**config.mk**
```make
export PLATFORM = sky130hd
export DESIGN_NAME = lsd_unit
export DESIGN_NICKNAME = d
export VERILOG_FILES = /design/src/rtl/lsd_pkg.sv /design/src/rtl/lsd_field_decode.sv /design/src/rtl/lsd_prefix_fsm.sv /design/src/rtl/lsd_addr_gen.sv /design/src/rtl/lsd_unit.sv
export SDC_FILE = /design/constraint.sdc
export NUM_CORES = 1
export LEC_CHECK = 0
export BUFFER_PORTS_ARGS = -buffer_cell sky130_fd_sc_hd__buf_2
export CORE_MARGIN = 3
export CORE_UTILIZATION = 30
export CTS_BUF_LIST = sky130_fd_sc_hd__clkbuf_16
export DETAILED_ROUTE_END_ITERATION = 12
export PLACE_DENSITY_LB_ADDON = 0.05
export SETUP_SLACK_MARGIN = 0.5
export SYNTH_ARGS = -nofsm -noshare
export SYNTH_HDL_FRONTEND = slang
export SYNTH_HIERARCHICAL = 1
export SYNTH_SLANG_ARGS = --single-unit
```
**constraint.sdc**
```tcl
create_clock -name clk -period 4.51 [get_ports clk]
set_input_delay 0.2255 -clock clk [delete_from_list [all_inputs] [get_ports clk]]
set_output_delay 0.2255 -clock clk [all_outputs]
set_load 0.02 [all_outputs]
```
**src/rtl/lsd_pkg.sv**
```systemverilog
package lsd_pkg;
    localparam logic [5:0] OP_PREFIX = 6'b101100;

    typedef enum logic [0:0] {
        PFX_IDLE = 1'b0,
        PFX_HELD = 1'b1
    } pfx_state_t;

    typedef struct packed {
        logic       is_ls;
        logic       imm_form;
        logic       store;
        logic [1:0] size;
        logic       rev;
        logic       excl;
        logic       ext;
        logic       illegal;
    } dec_t;
endpackage

```
**src/rtl/lsd_field_decode.sv**
```systemverilog
module lsd_field_decode
    import lsd_pkg::*;
#(
    parameter int XLEN = 32
) (
    input  logic [XLEN-1:0] insn,
    output dec_t            dec,
    output logic [4:0]      ra_idx,
    output logic [4:0]      rb_idx,
    output logic [15:0]     imm16,
    output logic            is_prefix
);
    logic [5:0] op;
    logic       unused_bits;

    assign op          = insn[31:26];
    assign ra_idx      = insn[20:16];
    assign rb_idx      = insn[15:11];
    assign imm16       = insn[15:0];
    assign is_prefix   = (op == OP_PREFIX);
    assign unused_bits = ^{insn[25:21], insn[8]};

    always_comb begin
        dec          = '0;
        dec.is_ls    = (op[5:4] == 2'b11);
        dec.imm_form = op[3];
        dec.store    = op[2];
        dec.size     = op[1:0];
        if (!op[3]) begin
            dec.excl = insn[10];
            dec.rev  = insn[9];
            dec.ext  = insn[7];
        end
        dec.illegal  = dec.is_ls &&
                       ((dec.size == 2'd3) || (dec.excl && dec.size != 2'd2));
    end
endmodule

```
**src/rtl/lsd_prefix_fsm.sv**
```systemverilog
module lsd_prefix_fsm
    import lsd_pkg::*;
(
    input  logic        clk,
    input  logic        rst_n,
    input  logic        insn_valid,
    input  logic        is_prefix,
    input  logic [15:0] imm16,
    output logic        held,
    output logic [15:0] hi
);
    pfx_state_t state, state_nx;

    always_ff @(posedge clk) begin
        if (!rst_n) begin
            state <= PFX_IDLE;
            hi    <= '0;
        end else begin
            state <= state_nx;
            if (insn_valid && is_prefix) hi <= imm16;
        end
    end

    always_comb begin
        state_nx = state;
        unique case (state)
            PFX_IDLE: if (insn_valid && is_prefix) state_nx = PFX_HELD;
            PFX_HELD: if (insn_valid && !is_prefix) state_nx = PFX_IDLE;
            default:  state_nx = PFX_IDLE;
        endcase
    end

    assign held = (state == PFX_HELD);

    a_r4_prefix_arms: assert property (@(posedge clk) disable iff (!rst_n)
        (insn_valid && is_prefix) |=> (state == PFX_HELD));
    a_r4_prefix_consumed: assert property (@(posedge clk) disable iff (!rst_n)
        (insn_valid && !is_prefix) |=> (state == PFX_IDLE));
endmodule

```
**src/rtl/lsd_addr_gen.sv**
```systemverilog
module lsd_addr_gen
    import lsd_pkg::*;
#(
    parameter int XLEN = 32,
    parameter int PA_W = 64,
    parameter int AW_W = 7
) (
    input  dec_t            dec,
    input  logic [4:0]      ra_idx,
    input  logic [4:0]      rb_idx,
    input  logic [XLEN-1:0] ra_val,
    input  logic [XLEN-1:0] rb_val,
    input  logic [15:0]     imm16,
    input  logic            pfx_held,
    input  logic [15:0]     pfx_hi,
    input  logic [AW_W-1:0] addr_width,
    output logic [PA_W-1:0] addr,
    output logic            r1_used
);
    localparam int WIDE = 2 * XLEN;

    logic [XLEN-1:0] ra_eff, rb_eff, imm_x, sum;
    logic [WIDE-1:0] wide;
    logic [PA_W-1:0] mask, pre;

    assign ra_eff = (ra_idx == 5'd0) ? '0 : ra_val;
    assign rb_eff = (rb_idx == 5'd0) ? '0 : rb_val;
    assign imm_x  = pfx_held ? {pfx_hi, imm16} : {{(XLEN-16){imm16[15]}}, imm16};
    assign sum    = ra_eff + (dec.imm_form ? imm_x : rb_eff);

    always_comb begin
        for (int i = 0; i < PA_W; i++) begin
            mask[i] = (i < int'(addr_width));
        end
    end

    always_comb begin
        if (int'(addr_width) <= XLEN || ra_idx == 5'd0) begin
            wide = {{XLEN{1'b0}}, rb_eff};
        end else begin
            wide = {ra_eff, rb_eff};
        end
    end

    always_comb begin
        if (dec.ext) pre = wide[PA_W-1:0] & mask;
        else         pre = PA_W'(sum);
        addr = pre;
        if (dec.excl) begin
            addr[1:0] = 2'b00;
        end else if (dec.rev) begin
            if (dec.size == 2'd0)      addr[1:0] = pre[1:0] ^ 2'b11;
            else if (dec.size == 2'd1) addr[1:0] = pre[1:0] ^ 2'b10;
        end
    end

    assign r1_used = (ra_idx == 5'd1) || (!dec.imm_form && rb_idx == 5'd1);
endmodule

```
**src/rtl/lsd_unit.sv**
```systemverilog
module lsd_unit
    import lsd_pkg::*;
#(
    parameter int XLEN = 32,
    parameter int PA_W = 64,
    parameter int AW_W = $clog2(PA_W + 1)
) (
    input  logic            clk,
    input  logic            rst_n,
    input  logic            insn_valid,
    input  logic [XLEN-1:0] insn,
    input  logic [XLEN-1:0] ra_val,
    input  logic [XLEN-1:0] rb_val,
    input  logic            user_mode,
    input  logic            cfg_stack_prot,
    input  logic [AW_W-1:0] cfg_addr_width,
    output logic            out_valid,
    output logic            acc_en,
    output logic            acc_store,
    output logic [1:0]      acc_size,
    output logic            acc_rev,
    output logic            acc_excl,
    output logic            acc_ext,
    output logic            mmu_bypass,
    output logic            stk_chk,
    output logic            trap_ill,
    output logic            trap_priv,
    output logic [PA_W-1:0] acc_addr
);
    dec_t            dec;
    logic [4:0]      ra_idx, rb_idx;
    logic [15:0]     imm16, pfx_hi;
    logic            is_prefix, pfx_held, r1_used, priv_hit, grant;
    logic [PA_W-1:0] addr_c;

    lsd_field_decode #(.XLEN(XLEN)) u_dec (
        .insn(insn), .dec(dec), .ra_idx(ra_idx), .rb_idx(rb_idx),
        .imm16(imm16), .is_prefix(is_prefix)
    );

    lsd_prefix_fsm u_pfx (
        .clk(clk), .rst_n(rst_n), .insn_valid(insn_valid), .is_prefix(is_prefix),
        .imm16(imm16), .held(pfx_held), .hi(pfx_hi)
    );

    lsd_addr_gen #(.XLEN(XLEN), .PA_W(PA_W), .AW_W(AW_W)) u_agen (
        .dec(dec), .ra_idx(ra_idx), .rb_idx(rb_idx), .ra_val(ra_val),
        .rb_val(rb_val), .imm16(imm16), .pfx_held(pfx_held), .pfx_hi(pfx_hi),
        .addr_width(cfg_addr_width), .addr(addr_c), .r1_used(r1_used)
    );

    assign priv_hit = dec.ext && user_mode;
    assign grant    = !dec.illegal && !priv_hit;

    always_ff @(posedge clk) begin
        if (!rst_n) begin
            out_valid  <= 1'b0;
            acc_en     <= 1'b0;
            acc_store  <= 1'b0;
            acc_size   <= '0;
            acc_rev    <= 1'b0;
            acc_excl   <= 1'b0;
            acc_ext    <= 1'b0;
            mmu_bypass <= 1'b0;
            stk_chk    <= 1'b0;
            trap_ill   <= 1'b0;
            trap_priv  <= 1'b0;
            acc_addr   <= '0;
        end else begin
            out_valid  <= insn_valid;
            if (insn_valid && dec.is_ls) begin
                acc_en     <= grant;
                acc_store  <= dec.store;
                acc_size   <= dec.size;
                acc_rev    <= dec.rev;
                acc_excl   <= dec.excl;
                acc_ext    <= dec.ext;
                mmu_bypass <= dec.ext && grant;
                stk_chk    <= cfg_stack_prot && grant && !dec.ext && r1_used;
                trap_ill   <= dec.illegal;
                trap_priv  <= priv_hit;
                acc_addr   <= addr_c;
            end else begin
                acc_en     <= 1'b0;
                acc_store  <= 1'b0;
                acc_size   <= '0;
                acc_rev    <= 1'b0;
                acc_excl   <= 1'b0;
                acc_ext    <= 1'b0;
                mmu_bypass <= 1'b0;
                stk_chk    <= 1'b0;
                trap_ill   <= 1'b0;
                trap_priv  <= 1'b0;
                acc_addr   <= '0;
            end
        end
    end

    a_r9_priv_blocks: assert property (@(posedge clk) disable iff (!rst_n)
        trap_priv |-> (!acc_en && !mmu_bypass));
    a_r6_excl_aligned: assert property (@(posedge clk) disable iff (!rst_n)
        (acc_en && acc_excl) |-> (acc_addr[1:0] == 2'b00 && acc_size == 2'd2));
    a_r12_latency: assert property (@(posedge clk) disable iff (!rst_n)
        insn_valid |=> out_valid);
    a_r12_quiet: assert property (@(posedge clk) disable iff (!rst_n)
        !out_valid |-> (!acc_en && !trap_ill && !trap_priv));
    a_r2_narrow_addr: assert property (@(posedge clk) disable iff (!rst_n)
        (acc_en && !acc_ext) |-> ((acc_addr >> XLEN) == '0));
    a_r10_ill_blocks: assert property (@(posedge clk) disable iff (!rst_n)
        trap_ill |-> !acc_en);
endmodule

```
==> impl_metrics.tcl <==
set metrics [dict create \
    status "finished, final reports clean" \
    fin_worst_skew_ns 0.00704 \
    fp.dieW_um 154 \
    cts-root-buf "clkbuf_16" \
    p_switching_uw 774 \
    num_vias 6543 \
    final.setup.tns_ns 0 \
    power_leakage_uw 0.00343 \
    antenna_found_initial 0 \
    synth_edf_count 0 \
    start_kind "input pin" \
    finalHoldViolations 0 \
    report.final.slew_viol_count 0 \
    grt_pass1_wl_mm 38.1 \
    async_flop_share_pct 0 \
    hold_end "mmu_bypass" \
    clkLatencyLatePin_ns 0.36 \
    syn_area_sq_um 6580 \
    ant_nets 0 \
    cts_buffers 9 \
    postCtsSetupBuffers 0 \
    coreArea_sq_um 21300 \
    hold_path_class "input pin to register" \
    first_pass_iters 6 \
    dieArea_sq_um 23800 \
    pwr-share-clk_pct 34.6 \
    fmax_mhz 278 \
    io_pins 184 \
    synthFlopType "dfxtp_1" \
    dp_hpwl_mm 20.4 \
    maxSlewHeadroom_pct 32.8 \
    r2r-end "acc_addr[30]" \
    crit_family "simple AND/OR/NAND/NOR gates" \
    end_kind "register" \
    cp_max_fo 22 \
    synth_cells 856 \
    met1Wirelength_mm 12.6 \
    die_height_um 154 \
    power.share.sequential_pct 36.4 \
    totalWireLength_mm 25.9 \
    setup.worst_path.start "insn[20]" \
    cp_num_buf_inv 2 \
    clkTransAtPathRegs_ns 0.07 \
    grt_max_degree 73 \
    drive_gt1_share_pct 23.7 \
    tightest_slew_ns 1.01 \
    power.density_nw_per_um2 302 \
    cts_tree "built" \
    grt.overflow.total 0 \
    routed.top_layer "met4" \
    cts_htree_levels 3 \
    initial_core_util_pct 30.9 \
    power_uw 2290 \
    internal_power_uw 1520 \
    netlist-cell-type-count 69 \
    grt_pass1_vias 6257 \
    synthToLayoutAreaGrowth_pct 15.5 \
    max_cap_violations 0 \
    power_frac_comb_pct 29.0 \
    synth_warnings 6 \
    synth_fp_nets 996 \
    crit_slowest_cell "nor4_1" \
    crit_required_ns 4.77 \
    synth.ff_latch_count 93 \
    cp_common_cell "and2_1" \
    diodes 0 \
    ctsLongestPathBuffers 2 \
    reg2reg_slack_ns 0.97 \
    setup_violations 0 \
    path_class "input pin to register" \
    nets 1105 \
    std_cell_rows 53 \
    wl_per_cell_um 20.8 \
    fin_crit_sh_pct 79.6 \
    grtUsageTotal_pct 21.0 \
    min-delay-start "user_mode" \
    ir_drop_uv 182 \
    routabilityCongestion 0.903 \
    cp.arrival_ns 3.85 \
    ys_seq_area_share_pct 28.3 \
    post_synth.cell_area_avg_sq_um 7.69 \
    switching_share_pct 33.7 \
    hold_depth 2 \
    vias_per_cell 5.26 \
    wl_met3_mm 1.86 \
    max_stage_delay_ns 0.45 \
    period_needed_ns 3.59 \
    rsz0062_at_grt "no" \
    r2r_cells 13 \
    crit_chain "buf_2 -> nor4_1 -> nand2b_1 -> buf_4 -> and2_1 -> ha_1 -> a21o_1 -> nand3_1 -> nand2_1 -> a211o_4 -> a31oi_4 -> o31a_1 -> xor2_1 -> o22ai_1 -> and2_1" \
    port_buffers 178 \
    drcViolationCount 0 \
    wl_met2_mm 11.0 \
    detail_route.iter0.violations 488 \
    cts_sinks 93 \
]
## cell usage in the layout, fill, tap and decap left out, drive strengths merged, types with 9 or more instances in the layout
cell type	synthesis	routed
a211oi	11	11
a21o	10	10
a21oi	45	45
and2	102	102
and3	9	9
buf	52	186
clkbuf	35	9
dfxtp	93	93
ha	31	31
inv	17	19
nand2	97	97
nand3	31	31
nand4	21	21
nor2	36	36
nor2b	10	10
nor3	9	9
o21ai	109	109
o22ai	24	24
xnor2	21	21
xor2	10	10
## worst max-delay path by stage
| stage | to | slack (ns) | depth (start not counted) |
|---|---|---|---|
| 3_5_place_dp | acc_addr[28] | 0.58 | 14 |
| 6_report | acc_addr[28] | 0.92 | 15 |
| 3_3_place_gp | acc_addr[30] | 0.63 | 15 |
| 5_1_grt | acc_addr[23] | 0.61 | 15 |
| 2_1_floorplan | acc_addr[28] | 1.22 | 19 |
| 4_1_cts | acc_addr[23] | 0.76 | 13 |
## flip-flops by register name, summed over array words and instances (netlist names), named ones only
register,flops
out_valid,1
stk_chk,1
acc_size,2
acc_excl,1
u_pfx/hi,16
acc_store,1
trap_priv,1
acc_rev,1
acc_addr,64
trap_ill,1
acc_en,1
mmu_bypass,1
acc_ext,1
## stage by stage
step	std cells	hold slack (ns)	util (%)	area (sq um)	setup WS, ns
floorplan	856	0.302	-	6580	1.22
global placement	1229	0.433	34.3	7300	0.634
detailed placement	1229	0.425	34.3	7300	0.584
CTS	1244	0.0403	35.7	7600	0.761
global route	1244	0.0614	35.7	7600	0.607
finish	1244	0.0619	35.7	7600	0.918
## power groups by stage
stage                     logic, uW  registers [uW]  clock network (uW)
final                           665             835                 793
after floorplan                 455             867                   0
after global routing            726             835                 848
after detailed placement        655             854                   0
after global placement          662             854                   0
after CTS                       658             835                 821
## timing repair
item / 4_1_cts / 5_1_grt
hold buffers: 0 / 0
setup endpoints to repair: 0 / 5
resized for setup: 0 / 1
## routing by layer
layer	vias up	track usage, %
met5	-	0
met4	0	4.50
met3	22	4.25
met2	246	31.4
met1	3077	31.1
li1	3198	-
## Yosys cell counts (7+ instances only)
cell type,n,area share [%]
and2_1,101,9.6
xor2_1,10,1.3
a21oi_1,44,3.3
nor2b_1,10,0.95
xnor2_1,21,2.8
nor3b_1,7,0.80
o2111ai_1,7,0.93
nand3_1,31,2.4
ha_1,31,5.9
clkbuf_1,34,1.9
nor2_1,36,2.1
a211oi_1,10,1.1
buf_4,31,3.5
buf_6,12,2.1
inv_1,17,0.97
o21ai_0,95,7.2
nand4_1,21,2.0
dfxtp_1,93,28
nand2_1,97,5.5
o22ai_1,24,2.3
nor3_1,9,0.68
a21o_1,9,1.0
and3_1,9,0.86
o21ai_2,10,1.3
## cells by family after synthesis
| family | synth area share [%] |
|---|---|
| compound gates | 23.5 |
| xor+xnor | 4.12 |
| fa+ha+maj | 6.20 |
| buf+inv | 9.71 |
| flops | 28.3 |
| mux | 0.152 |
| simple gates | 28.0 |
## area by class of cell
cell class	count	area (sq um)
tap	275	344
fill	2315	13700
clock buffer	9	225
sequential	93	1860
multi-input combinational	658	4090
clock inverter	6	72.6
timing repair buffer	186	951
inverter	17	63.8
(Power assumes the default switching activity.)
